`config.mk`:
```
export PLATFORM = sky130hd
export DESIGN_NAME = retentive_operand_stage
export DESIGN_NICKNAME = d
export VERILOG_FILES = /design/src/rtl/rom_pkg.sv /design/src/rtl/sel_retain.sv /design/src/rtl/mux_tree.sv /design/src/rtl/idle_change_count.sv /design/src/rtl/retentive_operand_stage.sv
export SDC_FILE = /design/constraint.sdc
export NUM_CORES = 1
export LEC_CHECK = 0
export ABC_AREA = 1
export BUFFER_PORTS_ARGS = -buffer_cell sky130_fd_sc_hd__buf_2
export CORE_MARGIN = 1.5
export CORE_UTILIZATION = 46
export CTS_CLUSTER_DIAMETER = 30
export DETAILED_ROUTE_END_ITERATION = 10
export PLACE_DENSITY = 0.77
export SYNTH_ARGS = -nofsm -noshare
export SYNTH_HDL_FRONTEND = slang
export SYNTH_SLANG_ARGS = --single-unit
export TNS_END_PERCENT = 5
```
`constraint.sdc`:
```
create_clock -name clk -period 2.04 [get_ports clk]
set_input_delay 0.102 -clock clk [delete_from_list [all_inputs] [get_ports clk]]
set_output_delay 0.102 -clock clk [all_outputs]
set_load 0.01 [all_outputs]
```
`src/rtl/rom_pkg.sv`:
```
package rom_pkg;
   typedef enum logic {
      RETAIN_STATIC  = 1'b0,
      RETAIN_DYNAMIC = 1'b1
   } retain_mode_e;
endpackage

```
`src/rtl/sel_retain.sv`:
```
module sel_retain
   import rom_pkg::*;
#(
   parameter int           SEL_W = 2,
   parameter retain_mode_e MODE  = RETAIN_DYNAMIC
) (
   input  logic             clk,
   input  logic             rst_n,
   input  logic             en_i,
   input  logic [SEL_W-1:0] sel_i,
   output logic [SEL_W-1:0] sel_o
);
   generate
      if (MODE == RETAIN_DYNAMIC) begin : g_dyn
         for (genvar b = 0; b < SEL_W; b++) begin : g_bit
            logic held_q;
            always_ff @(posedge clk) begin
               if (!rst_n)    held_q <= 1'b0;
               else if (en_i) held_q <= sel_i[b];
            end
            assign sel_o[b] = en_i ? sel_i[b] : held_q;
         end

         // first idle cycle routes the last active select
         p_first_idle_keeps_r3: assert property (@(posedge clk) disable iff (!rst_n)
            (!en_i && $past(en_i)) |-> (sel_o == $past(sel_i)));
         // controller select is ignored across idle cycles
         p_idle_ignores_ctrl_r3: assert property (@(posedge clk) disable iff (!rst_n)
            (!en_i && !$past(en_i)) |-> $stable(sel_o));
      end else begin : g_stat
         assign sel_o = sel_i;
      end
   endgenerate
endmodule

```
`src/rtl/mux_tree.sv`:
```
module mux_tree #(
   parameter int DATA_W  = 8,
   parameter int NUM_SRC = 4,
   localparam int SEL_W  = $clog2(NUM_SRC)
) (
   input  logic [NUM_SRC*DATA_W-1:0] src_i,
   input  logic [SEL_W-1:0]          sel_i,
   output logic [DATA_W-1:0]         out_o
);
   localparam int NODES = 2*NUM_SRC - 1;

   logic [DATA_W-1:0] node [NODES];

   generate
      for (genvar i = 0; i < NUM_SRC; i++) begin : g_leaf
         assign node[NUM_SRC-1+i] = src_i[i*DATA_W +: DATA_W];
      end
      for (genvar k = 0; k < NUM_SRC-1; k++) begin : g_stage
         localparam int DEPTH = $clog2(k+2) - 1;
         assign node[k] = sel_i[SEL_W-1-DEPTH] ? node[2*k+2] : node[2*k+1];
      end
   endgenerate

   assign out_o = node[0];
endmodule

```
`src/rtl/idle_change_count.sv`:
```
module idle_change_count #(
   parameter int DATA_W = 8,
   parameter int CNT_W  = 8
) (
   input  logic              clk,
   input  logic              rst_n,
   input  logic              active_i,
   input  logic [DATA_W-1:0] opnd_i,
   output logic [CNT_W-1:0]  cnt_o
);
   localparam logic [CNT_W-1:0] CNT_MAX = '1;

   logic [DATA_W-1:0] prev_q;
   logic              primed_q;
   logic [CNT_W-1:0]  cnt_q;
   logic              bump;

   assign bump = primed_q && !active_i && (opnd_i != prev_q) && (cnt_q != CNT_MAX);

   always_ff @(posedge clk) begin
      if (!rst_n) begin
         prev_q   <= '0;
         primed_q <= 1'b0;
         cnt_q    <= '0;
      end else begin
         prev_q   <= opnd_i;
         primed_q <= 1'b1;
         if (bump) cnt_q <= cnt_q + 1'b1;
      end
   end

   assign cnt_o = cnt_q;

   // no counting in active cycles
   p_active_no_count_r7: assert property (@(posedge clk) disable iff (!rst_n)
      active_i |=> $stable(cnt_q));
   // the count never leaves the saturated value
   p_saturate_r7: assert property (@(posedge clk) disable iff (!rst_n)
      (cnt_q == CNT_MAX) |=> (cnt_q == CNT_MAX));
endmodule

```
`src/rtl/retentive_operand_stage.sv`:
```
module retentive_operand_stage
   import rom_pkg::*;
#(
   parameter int           DATA_W  = 8,
   parameter int           NUM_SRC = 4,
   parameter int           CNT_W   = 8,
   parameter retain_mode_e MODE    = RETAIN_DYNAMIC,
   localparam int          SEL_W   = $clog2(NUM_SRC),
   localparam int          BUS_W   = NUM_SRC*DATA_W
) (
   input  logic              clk,
   input  logic              rst_n,
   input  logic              unit_active,
   input  logic [SEL_W-1:0]  sel_a,
   input  logic [SEL_W-1:0]  sel_b,
   input  logic [BUS_W-1:0]  src_a,
   input  logic [BUS_W-1:0]  src_b,
   output logic [DATA_W-1:0] opnd_a,
   output logic [DATA_W-1:0] opnd_b,
   output logic [DATA_W:0]   sum_q,
   output logic [CNT_W-1:0]  idle_chg_a,
   output logic [CNT_W-1:0]  idle_chg_b
);
   generate
      if (NUM_SRC < 2 || (NUM_SRC & (NUM_SRC-1)) != 0) begin : g_bad_src
         $error("NUM_SRC must be a power of two, at least 2");
      end
      if (DATA_W < 1 || CNT_W < 1) begin : g_bad_w
         $error("DATA_W and CNT_W must be positive");
      end
   endgenerate

   logic [SEL_W-1:0] eff_a, eff_b;

   sel_retain #(.SEL_W(SEL_W), .MODE(MODE)) u_hold_a (
      .clk(clk), .rst_n(rst_n), .en_i(unit_active), .sel_i(sel_a), .sel_o(eff_a));
   sel_retain #(.SEL_W(SEL_W), .MODE(MODE)) u_hold_b (
      .clk(clk), .rst_n(rst_n), .en_i(unit_active), .sel_i(sel_b), .sel_o(eff_b));

   mux_tree #(.DATA_W(DATA_W), .NUM_SRC(NUM_SRC)) u_tree_a (
      .src_i(src_a), .sel_i(eff_a), .out_o(opnd_a));
   mux_tree #(.DATA_W(DATA_W), .NUM_SRC(NUM_SRC)) u_tree_b (
      .src_i(src_b), .sel_i(eff_b), .out_o(opnd_b));

   always_ff @(posedge clk) begin
      if (!rst_n)           sum_q <= '0;
      else if (unit_active) sum_q <= {1'b0, opnd_a} + {1'b0, opnd_b};
   end

   idle_change_count #(.DATA_W(DATA_W), .CNT_W(CNT_W)) u_cnt_a (
      .clk(clk), .rst_n(rst_n), .active_i(unit_active), .opnd_i(opnd_a), .cnt_o(idle_chg_a));
   idle_change_count #(.DATA_W(DATA_W), .CNT_W(CNT_W)) u_cnt_b (
      .clk(clk), .rst_n(rst_n), .active_i(unit_active), .opnd_i(opnd_b), .cnt_o(idle_chg_b));

   // result captured from the operands of an active cycle
   p_sum_capture_r6: assert property (@(posedge clk) disable iff (!rst_n)
      unit_active |=> (sum_q == ({1'b0, $past(opnd_a)} + {1'b0, $past(opnd_b)})));
   // result frozen while idle
   p_sum_hold_r6: assert property (@(posedge clk) disable iff (!rst_n)
      !unit_active |=> $stable(sum_q));

   generate
      if (MODE == RETAIN_DYNAMIC) begin : g_dyn_chk
         // idle with steady sources keeps the operands steady
         p_idle_opnd_a_r4: assert property (@(posedge clk) disable iff (!rst_n)
            (!unit_active && $stable(src_a)) |-> $stable(opnd_a));
         p_idle_opnd_b_r4: assert property (@(posedge clk) disable iff (!rst_n)
            (!unit_active && $stable(src_b)) |-> $stable(opnd_b));
      end
   endgenerate
endmodule

```
; ---- Word level (Yosys, flattened, before mapping)
; Cells that the tools add are included.
[op_classes]
n_addsub = 3
mul = 0
div_mod_pow = 0
magnitude_cmp = 0
n_eq_ne = 4
shift = 0
mux = 11
n_bitwise = 0
n_reduce_logical = 6
[ops]
columns = cell, n
row1 = two-way mux 8 bit, 6
row2 = "adder 8 x 1 -> 8 bit, second input constant", 2
row3 = != test 8 bit, 2
row4 = "!= test 8 bit, second input constant", 2
row5 = adder 8 x 8 -> 9 bit, 1
row6 = logical AND 1 bit, 5
row7 = two-way mux 1 bit, 5
row8 = logical NOT 1 bit, 1
[word_totals]
ff_bits = 46
latchBits = 0
ramBits = 0
romBits = 0
inputBits = 71
output_inout_bits = 41
wordCells = 34
mem_count = 0

; ---- Logic depth before layout (Yosys ltp)
[logic_depth]
depth_word = 6
mapped_depth = 21
depth_no_buf = 19

; ---- Modules after synthesis
; Synthesis repeated with hierarchy kept, for this count alone.
[hier_totals]
cells_unflattened = 622
area_unflattened_um2 = 3621.0
[by_module_without_submodules]
columns = mod, instances, cells_per_inst, area_each_um2, seq_area_each_um2
row1 = idle_change_count, 2, 149, 959.7, 340.3
row2 = mux_tree, 2, 94, 395.4, 0.0
row3 = retentive_operand_stage, 1, 100, 695.7, 180.2
row4 = sel_retain, 2, 18, 107.6, 40.0

; ---- Least setup slack after synthesis
; OpenSTA, ideal clock, no wires.
[synth_timing]
path_kind = register to register
startpoint = register u_hold_a.g_dyn.g_bit[0].held_q
endpoint = register sum_q[6]
t_arrival_ns = 2.232
setup_slack_ns = -0.301
path_stages_with_launch = 20
n_path_buf = 1
period_less_slack_ns = 2.341
cell_sequence = dfxtp_1 > inv_1 > nand2_2 > nand2_2 > buf_2 > nand2_1 > nand3_1 > nand2_1 > inv_1 > ha_1 > inv_1 > fa_1 > inv_1 > a21oi_1 > a21boi_1 > nand2_1 > nand3_1 > nand3_1 > nand2_1 > inv_1
[synth_via]
elab_chain_len = 4
[synth_lines]
columns = element, line
row1 = from (decl), sel_retain.sv:16  ; logic held_q;
row2 = from (signal assigned), sel_retain.sv:19  ; else if (en_i) held_q <= sel_i[b];
row3 = two-way mux 1 bit (*), sel_retain.sv:21  ; assign sel_o[b] = en_i ? sel_i[b] : held_q;
row4 = two-way mux 8 bit, mux_tree.sv:20  ; assign node[k] = sel_i[SEL_W-1-DEPTH] ? node[2*k+2] : node[2*k+1];
row5 = two-way mux 8 bit (*), mux_tree.sv:20
row6 = named net opnd_a[0], retentive_operand_stage.sv:18  ; output logic [DATA_W-1:0] opnd_a,
row7 = adder 8 x 8 -> 9 bit (*), retentive_operand_stage.sv:47  ; else if (unit_active) sum_q <= {1'b0, opnd_a} + {1'b0, opnd_b};
row8 = to (signal assigned), retentive_operand_stage.sv:47
row9 = to (decl), retentive_operand_stage.sv:20  ; output logic [DATA_W:0] sum_q,
; The timed path passes the listed nets; every way through them passes the cells marked *.
; A chain may end at the register's enable or synchronous reset.

; ---- Final worst setup path
[layout_timing]
startpoint = register u_hold_a.g_dyn.g_bit[0].held_q
endpoint = register sum_q[5]
[layout_via]
elab_chain_len = 4
[layout_lines]
columns = element, line
row1 = two-way mux 1 bit (*), sel_retain.sv:21
row2 = two-way mux 8 bit, mux_tree.sv:20
row3 = two-way mux 8 bit (*), mux_tree.sv:20
row4 = adder 8 x 8 -> 9 bit (*), retentive_operand_stage.sv:47
; Every way passes the cells marked *; elsewhere a longest branch is shown, timed or not.

==> impl_metrics.json <==
{
  "antenna_found_initial": 0,
  "fin_nets": 792,
  "ys_seq_area_share_pct": 27.20,
  "gp_congestion": 0.8850,
  "drtIter0Drc": 194,
  "rr_endpoint": "sum_q[5]",
  "cts_max_path_buffers": 2,
  "syn_inst": 539,
  "leakagePower_uw": 0.002685,
  "grt_start_max_net_pins": 19,
  "grt_pass1_vias": 3559,
  "holdPathEnd": "u_cnt_b.prev_q[7]",
  "min_path_type": "primary input to flop",
  "initial_core_util_pct": 47.18,
  "r2r_setup_slack_ns": -0.16,
  "crit_buf_inv": 3,
  "cp-end-kind": "flop",
  "setup_viol": 7,
  "worst_pin_slew_ns": 0.4905,
  "worstPathRequired_ns": 2.24,
  "clock_latency_ns": 0.31,
  "clock-sinks": 46,
  "rsz0062_at_grt": "true",
  "slowest_stage": "dfxtp_2",
  "crit_type": "flop to flop",
  "final_cell_mix": "nand2_1, buf_2, inv_1",
  "hold_viol": 0,
  "globalRouteTotalUtil_pct": 24.31,
  "synth_top_family_by_area": "simple AND/OR/NAND/NOR gates",
  "core_area_um2": 7176,
  "design_area_um2": 4922,
  "cts_buffers": 5,
  "hpwl_um": 7314,
  "synthMuxAreaShare_pct": 0,
  "port_buffers": 111,
  "synthDistinctLibCells": 36,
  "power_density_nw_per_um2": 599.3,
  "avgViaCountPerCell": 5.011,
  "synth_compound_area_share_pct": 8.204,
  "vias": 4069,
  "die_h_um": 88.79,
  "path_clk_slew_ns": 0.09,
  "synthXorXnorAreaFrac_pct": 4.139,
  "gr-total-overflow": 0,
  "crit_family": "simple AND/OR/NAND/NOR gates",
  "cts-root-buf": "clkbuf_8",
  "chipWidth_um": 88.79,
  "grt_use_met2_pct": 42.98,
  "dr.pass1.iters": 5,
  "vdd_drop_max_uv": 272.3,
  "pre_cts_ws_ns": -0.2919,
  "crit_chain": "nand2_4, buf_4, nand3b_1, nand3_2, nand2_2, ha_4, a21oi_2, and2_4, inv_4, nand3_4, nand2_4, nand3_1, nand3_1, o211ai_1, inv_1",
  "outcome": "complete, but fails checks",
  "drive_gt1_share_pct": 40.25,
  "finalCriticalPeriod_ns": 2.200,
  "yosys.area.top_type": "dfxtp_1",
  "cp_data_arrival_time_ns": 2.40,
  "wl_per_cell_um": 13.27,
  "grt_first_pass_wirelength_um": 15150,
  "drtAntennaViolNets": 0,
  "synth_nets": 619,
  "finalClockSkew_ns": 0.01195,
  "setup_ws_ns": -0.1601,
  "yosys.area_share.simple_pct": 42.46,
  "max_freq_ghz": 0.4545,
  "post-route-period-util_pct": 107.8,
  "dieArea_um2": 7884,
  "synthTopCellsByArea": "dfxtp_1, nand2_1, nand3_1, inv_1, a21oi_1",
  "crit_fanout": 8,
  "ys_ff_latch": 46,
  "slew_headroom_pct": 67.27,
  "synthToLayoutAreaGrowth_pct": 45.38,
  "cp_slowest_stage_delay_ns": 0.38,
  "synth_adder_area_share_pct": 3.548,
  "syn-cell-area_um2": 3386,
  "layout_commonest_cell": "nand2_1",
  "pin_count": 112,
  "yosys_warnings": 0,
  "whs_path_depth": 5,
  "avgSynthCellArea_um2": 6.282,
  "hp-start": "src_b[7]",
  "antenna_cells": 0,
  "routed_wl_um": 10780,
  "grtUsageMet1_pct": 29.20,
  "grtUsageMet3_pct": 3.825,
  "maxCapViolCount": 0,
  "reg2reg_depth": 15,
  "busiest_layer": "met2",
  "drv_slew": 0,
  "route.detailed.drc": 0,
  "h-tree-depth": 2,
  "violations": "negative setup slack",
  "cts_tree": "built",
  "start_kind": "flop",
  "fin_setup_tns_ns": -0.6106,
  "rows": 31,
  "synth_top_area_share_pct": 27.20,
  "worstReg2RegStart": "u_hold_a.g_dyn.g_bit[0].held_q",
  "place_area_um2": 4352
}
Yosys cell counts:
| master | number |
|---|---|
| a21boi_1 | 1 |
| a21oi_1 | 28 |
| a31oi_1 | 2 |
| and2_1 | 1 |
| buf_1 | 1 |
| buf_12 | 1 |
| buf_2 | 2 |
| buf_4 | 1 |
| buf_6 | 7 |
| clkbuf_1 | 4 |
| clkinv_1 | 1 |
| dfxtp_1 | 46 |
| fa_1 | 1 |
| ha_1 | 8 |
| inv_1 | 90 |
| inv_2 | 1 |
| inv_6 | 1 |
| nand2_1 | 163 |
| nand2_2 | 15 |
| nand2_4 | 3 |
| nand3_1 | 71 |
| nand3_2 | 7 |
| nand3_4 | 1 |
| nand3b_1 | 3 |
| nand4_1 | 10 |
| nor2_1 | 34 |
| nor2_2 | 3 |
| nor2_4 | 1 |
| o211ai_1 | 4 |
| o211ai_2 | 1 |
| o21a_1 | 1 |
| o21ai_0 | 7 |
| o21ai_4 | 2 |
| or2_0 | 1 |
| xnor2_1 | 7 |
| xor2_1 | 9 |
registers in the layout, indices dropped and copies added (netlist names):
register / cells
sum_q: 9
u_cnt_b.cnt_o: 8
u_cnt_a.prev_q: 8
u_cnt_a.primed_q: 1
u_hold_a.g_dyn.g_bit.held_q: 2
u_cnt_a.cnt_o: 8
u_cnt_b.prev_q: 8
u_hold_b.g_dyn.g_bit.held_q: 2
worst max-delay path by stage:
stage                                         startpoint  slack, ns  depth (start not counted)       end
final                     u_hold_a.g_dyn.g_bit[0].held_q      -0.16                         15  sum_q[5]
after global routing      u_hold_b.g_dyn.g_bit[0].held_q      -0.25                         16  sum_q[5]
after CTS                 u_hold_a.g_dyn.g_bit[1].held_q      -0.12                         19  sum_q[6]
after detailed placement                     unit_active      -0.29                         18  sum_q[7]
after global placement                       unit_active      -0.21                         20  sum_q[7]
after floorplan           u_hold_a.g_dyn.g_bit[0].held_q      -0.07                         19  sum_q[6]
per-stage QoR:
step           hold WS, ns  instances  power (uW)  utilization, %
2_1_floorplan       0.1297        539        1686               -
3_3_place_gp        0.3168        780        2050           60.65
3_5_place_dp        0.3239        780        2075           60.65
4_1_cts             0.1356        803        2771           64.83
5_1_grt             0.1750        812        3114           68.60
6_report            0.1621        812        2950           68.60
tightest hold or removal path: stages:
cell	delay [ns]
buf_2	0.09
inv_1	0.04
nand2_1	0.06
nand3_2	0.07
a21oi_1	0.06
metal layers:
metal / vias up / share of wire [%]
met5: - / 0
met4: 0 / 2.9
met3: 32 / 5.3
met2: 140 / 51
met1: 1862 / 41
li1: 2035 / -
final cells by class:
cell class	count	area [um^2]
clock buffer	5	68.82
clock inverter	3	23.77
timing repair buffer	181	1111
multi-input combinational	385	2305
sequential	46	928.4
tap	99	123.9
inverter	93	361.6
fill	600	2253
cell families (layout without fill, tap and decap cells):
logic type,after synthesis,in the layout
AND/OR/NAND/NOR,313,314
buffers and inverters,109,282
AO/OA/AOI/OAI,46,46
flip-flops,46,46
XOR/XNOR,16,16
adder cells (fa/ha/maj),9,9
repair_timing:
| item | in CTS | in global routing |
|---|---|---|
| hold buffers | 1 | 0 |
| endpoints found under the setup margin | 11 | 23 |
| resized for setup | 29 | 47 |
| gates cloned | 1 | 0 |
| pin swaps | 27 | 25 |
| buffers inserted | 13 | 9 |
| hold endpoints to repair | 1 | 0 |
power breakdown:
group	leakage [uW]	internal, uW	switching [uW]
Clock	0.0000408	245	343
Sequential	0.000381	965	40.3
Combinational	0.00226	609	748
Power figures use the tool's default switching activity.
